`config.mk`:
```
export PLATFORM = sky130hd
export DESIGN_NAME = slot_alloc_nextfit
export DESIGN_NICKNAME = d
export VERILOG_FILES = /design/src/rtl/slot_alloc_pkg.sv /design/src/rtl/slot_bitmap.sv /design/src/rtl/slot_window_scan.sv /design/src/rtl/slot_alloc_nextfit.sv
export SDC_FILE = /design/constraint.sdc
export NUM_CORES = 1
export LEC_CHECK = 0
export ABC_AREA = 1
export CORE_UTILIZATION = 45
export DETAILED_ROUTE_END_ITERATION = 8
export DONT_BUFFER_PORTS = 1
export GPL_TIMING_DRIVEN = 0
export MAX_ROUTING_LAYER = met4
export PLACE_DENSITY = 0.61
export SLEW_MARGIN = 40
export SYNTH_ARGS = -nofsm -noshare
export SYNTH_HDL_FRONTEND = slang
export SYNTH_SLANG_ARGS = --single-unit
```
`constraint.sdc`:
```
create_clock -name clk_i -period 7.4 [get_ports clk_i]
set_clock_uncertainty 0.15 [all_clocks]
set_input_delay 1.85 -clock clk_i [delete_from_list [all_inputs] [get_ports clk_i]]
set_output_delay 1.85 -clock clk_i [all_outputs]
set_load 0.1 [all_outputs]
```
`src/rtl/slot_alloc_pkg.sv`:
```
package slot_alloc_pkg;
  typedef enum logic [1:0] {
    ST_IDLE = 2'd0,
    ST_SCAN = 2'd1,
    ST_WAIT = 2'd2
  } alloc_st_e;
endpackage

```
`src/rtl/slot_bitmap.sv`:
```
module slot_bitmap #(
  parameter int N_SLOTS = 32,
  localparam int IW = $clog2(N_SLOTS)
) (
  input  logic               clk_i,
  input  logic               rst_ni,
  input  logic               free_vld_i,
  input  logic [IW-1:0]      free_idx_i,
  input  logic               set_vld_i,
  input  logic [IW-1:0]      set_idx_i,
  output logic [N_SLOTS-1:0] map_o,
  output logic [N_SLOTS-1:0] eff_map_o,
  output logic               free_err_o
);
  logic [N_SLOTS-1:0] map_q, map_d;
  logic               free_ok, free_bad, err_q;
  logic               in_rng;

  assign in_rng   = {1'b0, free_idx_i} < (IW+1)'(N_SLOTS);
  assign free_ok  = free_vld_i && in_rng && map_q[free_idx_i];
  assign free_bad = free_vld_i && !free_ok;

  // release is applied before the search sees the map
  always_comb begin
    eff_map_o = map_q;
    if (free_ok) eff_map_o[free_idx_i] = 1'b0;
    map_d = eff_map_o;
    if (set_vld_i) map_d[set_idx_i] = 1'b1;
  end

  always_ff @(posedge clk_i or negedge rst_ni) begin
    if (!rst_ni) begin
      map_q <= '0;
      err_q <= 1'b0;
    end else begin
      map_q <= map_d;
      err_q <= free_bad;
    end
  end

  assign map_o      = map_q;
  assign free_err_o = err_q;

  assert_bad_free_keeps_map_R7: assert property (@(posedge clk_i) disable iff (!rst_ni)
    (free_bad && !set_vld_i) |=> $stable(map_q));

  assert_free_clears_slot_R4: assert property (@(posedge clk_i) disable iff (!rst_ni)
    (free_ok && !(set_vld_i && set_idx_i == free_idx_i)) |=> !map_q[$past(free_idx_i)]);
endmodule

```
`src/rtl/slot_window_scan.sv`:
```
module slot_window_scan #(
  parameter int N_SLOTS = 32,
  parameter int SCAN_W  = 8,
  localparam int IW = $clog2(N_SLOTS),
  localparam int CW = $clog2(N_SLOTS + 1),
  localparam int OW = (SCAN_W > 1) ? $clog2(SCAN_W) : 1
) (
  input  logic [N_SLOTS-1:0] map_i,
  input  logic [CW-1:0]      base_i,
  output logic               found_o,
  output logic [OW-1:0]      offs_o,
  output logic [CW-1:0]      len_o,
  output logic               top_o
);
  logic [SCAN_W-1:0] win_free;
  logic [CW-1:0]     rem;

  for (genvar i = 0; i < SCAN_W; i++) begin : g_win
    logic [CW:0] pos_w;
    logic        in_rng;
    assign pos_w  = {1'b0, base_i} + (CW+1)'(i);
    assign in_rng = pos_w < (CW+1)'(N_SLOTS);
    assign win_free[i] = in_rng && !map_i[pos_w[IW-1:0]];
  end

  always_comb begin
    found_o = 1'b0;
    offs_o  = '0;
    for (int i = SCAN_W - 1; i >= 0; i--) begin
      if (win_free[i]) begin
        found_o = 1'b1;
        offs_o  = OW'(i);
      end
    end
  end

  assign rem   = CW'(N_SLOTS) - base_i;
  assign len_o = (rem < CW'(SCAN_W)) ? rem : CW'(SCAN_W);
  assign top_o = ({1'b0, base_i} + (CW+1)'(SCAN_W)) >= (CW+1)'(N_SLOTS);
endmodule

```
`src/rtl/slot_alloc_nextfit.sv`:
```
module slot_alloc_nextfit
  import slot_alloc_pkg::*;
#(
  parameter int N_SLOTS = 32,
  parameter int SCAN_W  = 8,
  localparam int IW = $clog2(N_SLOTS),
  localparam int CW = $clog2(N_SLOTS + 1),
  localparam int OW = (SCAN_W > 1) ? $clog2(SCAN_W) : 1
) (
  input  logic          clk_i,
  input  logic          rst_ni,
  input  logic          alloc_req_i,
  output logic          alloc_gnt_o,
  output logic          alloc_fail_o,
  output logic [IW-1:0] alloc_idx_o,
  input  logic          free_vld_i,
  input  logic [IW-1:0] free_idx_i,
  output logic          free_err_o,
  output logic          flush_req_o,
  input  logic          flush_ack_i
);
  alloc_st_e          st_q;
  logic [CW-1:0]      pos_q, cursor_q, base, slot;
  logic [CW:0]        cnt_q, cnt_b, cnt_nx;
  logic               gnt_q, fail_q, flush_q;
  logic [IW-1:0]      idx_q;
  logic [N_SLOTS-1:0] map, eff_map;
  logic               found, top, scan_en, hit, miss_all, wrap;
  logic [OW-1:0]      offs;
  logic [CW-1:0]      len;

  slot_bitmap #(.N_SLOTS(N_SLOTS)) i_bitmap (
    .clk_i      (clk_i),
    .rst_ni     (rst_ni),
    .free_vld_i (free_vld_i),
    .free_idx_i (free_idx_i),
    .set_vld_i  (hit),
    .set_idx_i  (slot[IW-1:0]),
    .map_o      (map),
    .eff_map_o  (eff_map),
    .free_err_o (free_err_o)
  );

  slot_window_scan #(.N_SLOTS(N_SLOTS), .SCAN_W(SCAN_W)) i_scan (
    .map_i   (eff_map),
    .base_i  (base),
    .found_o (found),
    .offs_o  (offs),
    .len_o   (len),
    .top_o   (top)
  );

  // first window is examined in the request cycle itself
  assign base     = (st_q == ST_IDLE) ? cursor_q : pos_q;
  assign cnt_b    = (st_q == ST_IDLE) ? '0 : cnt_q;
  assign scan_en  = ((st_q == ST_IDLE) && alloc_req_i) || (st_q == ST_SCAN);
  assign cnt_nx   = cnt_b + (CW+1)'(len);
  assign slot     = base + CW'(offs);
  assign hit      = scan_en && found;
  assign miss_all = scan_en && !found && (cnt_nx >= (CW+1)'(N_SLOTS));
  assign wrap     = scan_en && !found && !miss_all && top;

  always_ff @(posedge clk_i or negedge rst_ni) begin
    if (!rst_ni) begin
      st_q     <= ST_IDLE;
      pos_q    <= '0;
      cnt_q    <= '0;
      cursor_q <= '0;
      gnt_q    <= 1'b0;
      fail_q   <= 1'b0;
      flush_q  <= 1'b0;
      idx_q    <= '0;
    end else begin
      gnt_q   <= 1'b0;
      fail_q  <= 1'b0;
      flush_q <= 1'b0;
      if (hit) begin
        gnt_q    <= 1'b1;
        idx_q    <= slot[IW-1:0];
        cursor_q <= slot + CW'(1);
        st_q     <= ST_IDLE;
      end else if (miss_all) begin
        fail_q <= 1'b1;
        st_q   <= ST_IDLE;
      end else if (wrap) begin
        flush_q <= 1'b1;
        pos_q   <= '0;
        cnt_q   <= cnt_nx;
        st_q    <= ST_WAIT;
      end else if (scan_en) begin
        pos_q <= base + CW'(SCAN_W);
        cnt_q <= cnt_nx;
        st_q  <= ST_SCAN;
      end else if ((st_q == ST_WAIT) && flush_ack_i) begin
        st_q <= ST_SCAN;
      end
    end
  end

  assign alloc_gnt_o  = gnt_q;
  assign alloc_fail_o = fail_q;
  assign alloc_idx_o  = idx_q;
  assign flush_req_o  = flush_q;

  assert_resp_exclusive_R6: assert property (@(posedge clk_i) disable iff (!rst_ni)
    !(alloc_gnt_o && alloc_fail_o));

  assert_flush_single_cycle_R5: assert property (@(posedge clk_i) disable iff (!rst_ni)
    flush_req_o |=> !flush_req_o);

  assert_grant_held_for_ack_R5: assert property (@(posedge clk_i) disable iff (!rst_ni)
    (flush_req_o && !flush_ack_i) |=> !alloc_gnt_o);

  assert_grant_marks_slot_R2: assert property (@(posedge clk_i) disable iff (!rst_ni)
    alloc_gnt_o |-> map[alloc_idx_o]);

  assert_grant_in_range_R2: assert property (@(posedge clk_i) disable iff (!rst_ni)
    alloc_gnt_o |-> ({1'b0, alloc_idx_o} < (IW+1)'(N_SLOTS)));
endmodule

```
==> metrics.md <==
| Metric | Value |
|---|---|
| CTS sink cnt | `62` |
| Die height | `117 um` |
| IO Port Bufs | `0` |
| Final worst path period share | `0.876` |
| Synth top area cells | `dfrtp_1 (26%), nand3_1 (24%), nand2_1 (15%), ha_1 (4.8%), nand3_2 (4.5%)` |
| Fmax | `154 MHz` |
| Main synth FF type | `dfrtp_1` |
| EDFF count, synth | `0` |
| Layout cell share with drive strength beyond 1 | `0.101` |
| Fin crit period | `6.49 ns` |
| TritonRoute pass-1 iters | `5` |
| Top cells by count, synth | `nand3_1 (293), nand2_1 (235), nor2_1 (66), inv_1 (63), dfrtp_1 (62)` |
| Unrepaired setup endpoints after global routing | `false` |
| Nets | `976` |
| Deepest clock path buffer count | `2` |
| Area delta synth->final | `8.34%` |
| DP Wirelength | `15800 um` |
| Multi-input gate area | `3930 sq um` |
| Core Box Area | `12800 sq um` |
| Synth Net Count | `965` |
| Vias per cell | `5.74` |
| IO Pins | `19` |
| YS warnings | `0` |
| WS Path Type | `flip-flop to flip-flop` |
| Synth Cell Area | `5990 sq um` |
| Cell Count, Final, Fillers Out | `1118` |
| DRC errors left | `0` |
| Area after DPL | `6200 sq um` |
| Placement Rows | `41` |
| H-tree depth | `3` |
| Number of max-cap violations | `0` |
| Tightest Pin Transition | `0.894 ns` |
| Ys async rst share | `1.00` |
| Register area share after synthesis | `0.259` |
| Number of post-CTS setup repair buffers | `0` |
| Max_slew headroom | `0.404` |
| # diodes | `0` |
| Initial core utilization | `0.469` |
| HP Class | `flip-flop to flip-flop` |
| Crit-path max FO | `13` |
| Required @ worst endpoint | `7.52 ns` |
| Placer Congestion | `0.997` |
| Startpoint types | `flip-flop` |
| Gr ovfl total | `0` |
| Final WS setup | `0.914 ns` |
| Outcome | `finished, final reports clean` |
| Synth unique cells | `39` |
| Final wirelength | `20400 um` |
| Largest net degree at the start of global routing | `63` |
| Max incr delay on CP | `0.58 ns` |
| Routed len/inst | `18.3 um` |
| Die area | `13800 sq um` |
| Avg Inst Size Synth | `6.44 sq um` |
| Max-slew violations | `0` |
| Root Driver | `clkbuf_16` |
| Latest clock arrival within the worst-skew pair | `0.34 ns` |
| Initial antenna violation count | `0` |
| CTS tree | `built` |
| Post-synth top area cell | `dfrtp_1` |
| Yosys reg bits | `62` |
| Gr usage total | `0.317` |
| Most frequent cell after synthesis | `nand3_1` |
| Final setup viols | `0` |
| Final Hold Viols | `0` |
| Slowest stage cell, crit path | `clkbuf_1` |
| CTS clk-pin slew, worst paths | `0.06 ns` |
| Final instance area | `6480 sq um` |
| Arrival @ worst endpoint | `6.61 ns` |
| Setup TNS | `0 ns` |
| Sequential cell area | `1560 sq um` |
| Post-route antenna net violation count | `0` |
| Cells after Synth | `930` |
| First-pass GRT wire length | `32700 um` |
| Worst Setup End Kind | `flip-flop` |
| Chip width | `117 um` |
| Most used cell, CP | `nand2_1` |
| Place WS | `0.640 ns` |
| Initial DRC count | `742` |
| CTS buffer count | `9` |
| Hold_buf cts | `0` |
| Post-Place Cells | `1102` |
| # resized after CTS | `0` |
| Top-area cell type share of the netlist area | `0.259` |
| Fill cells | `1355` |
| DR vias | `6418` |
| Vias in the first global route | `6140` |
-- registers in the layout, summed over array words and instances (netlist names) --
name                 count
i_bitmap.map_o          32
cnt_q                    7
cursor_q                 6
pos_q                    6
alloc_idx_o              5
st_q                     2
alloc_fail_o             1
alloc_gnt_o              1
flush_req_o              1
i_bitmap.free_err_o      1
-- cells by family after synthesis --
logic type / count (synthesis) / synth area share
flops: 62 / 0.259
xor+xnor: 20 / 0.0318
simple gates: 657 / 0.518
compound gates: 53 / 0.0525
fa+ha+maj: 25 / 0.0548
buf+inv: 113 / 0.0836
-- worst max-delay path: cells and delay by family, from the launching register on --
kind,cells,cell delay (ns)
xor+xnor,1,0.52
fa+ha+maj,3,0.83
simple gates,17,2.38
buf+inv,5,1.48
compound gates,3,0.63
flops,1,0.42
-- worst paths after layout --
| path | startpoint | to | slack, ns | cells past startpoint |
|---|---|---|---|---|
| max | st_q[1] | i_bitmap.map_o[23] | 0.91 | 29 |
| min | cnt_q[0] | cnt_q[0] | 0.33 | 2 |
| max reg2reg | st_q[1] | i_bitmap.map_o[23] | 0.91 | 29 |
| min reg2reg | cnt_q[0] | cnt_q[0] | 0.33 | 2 |
| max in group asynchronous | rst_ni | i_bitmap.free_err_o | 5.93 | 0 |
| min in group asynchronous | rst_ni | alloc_idx_o[3] | 1.05 | 0 |
-- cell usage in the layout (no fill, tap or decap), types with 9 or more instances in the layout --
cell,synthesis,routed
dfrtp_1,62,57
xor2_1,16,16
o21ai_0,16,16
nor2_1,66,66
nand2_1,235,235
o21ai_1,18,18
inv_1,63,63
nand3_2,27,27
ha_1,23,23
nor3_1,11,11
nand3_1,293,293
buf_2,13,13
clkbuf_16,0,9
clkbuf_1,16,17
-- through the flow --
| stage | hold WS (ns) | util |
|---|---|---|
| floorplan | 0.284 | - |
| global placement | 0.314 | 0.485 |
| detailed placement | 0.315 | 0.486 |
| CTS | 0.331 | 0.507 |
| global route | 0.365 | 0.508 |
| finish | 0.328 | 0.508 |
-- cell type report --
type	count	area share
clock inverter	5	0.00540
multi-input combinational	755	0.607
tap	172	0.0332
sequential	62	0.240
inverter	72	0.0417
buffer	41	0.0355
clock buffer	11	0.0374
-- per-layer routing --
layer | global-route usage | vias to the layer above | wire (um)
li1 | - | 3151 | -
met1 | 0.407 | 2945 | 9050
met2 | 0.491 | 252 | 9210
met3 | 0.0423 | 70 | 1240
met4 | 0.156 | 0 | 911
met5 | - | - | 0
Power is not shown: default switching activity piles up to over one toggle a cycle in this logic, so the estimate is an artifact.
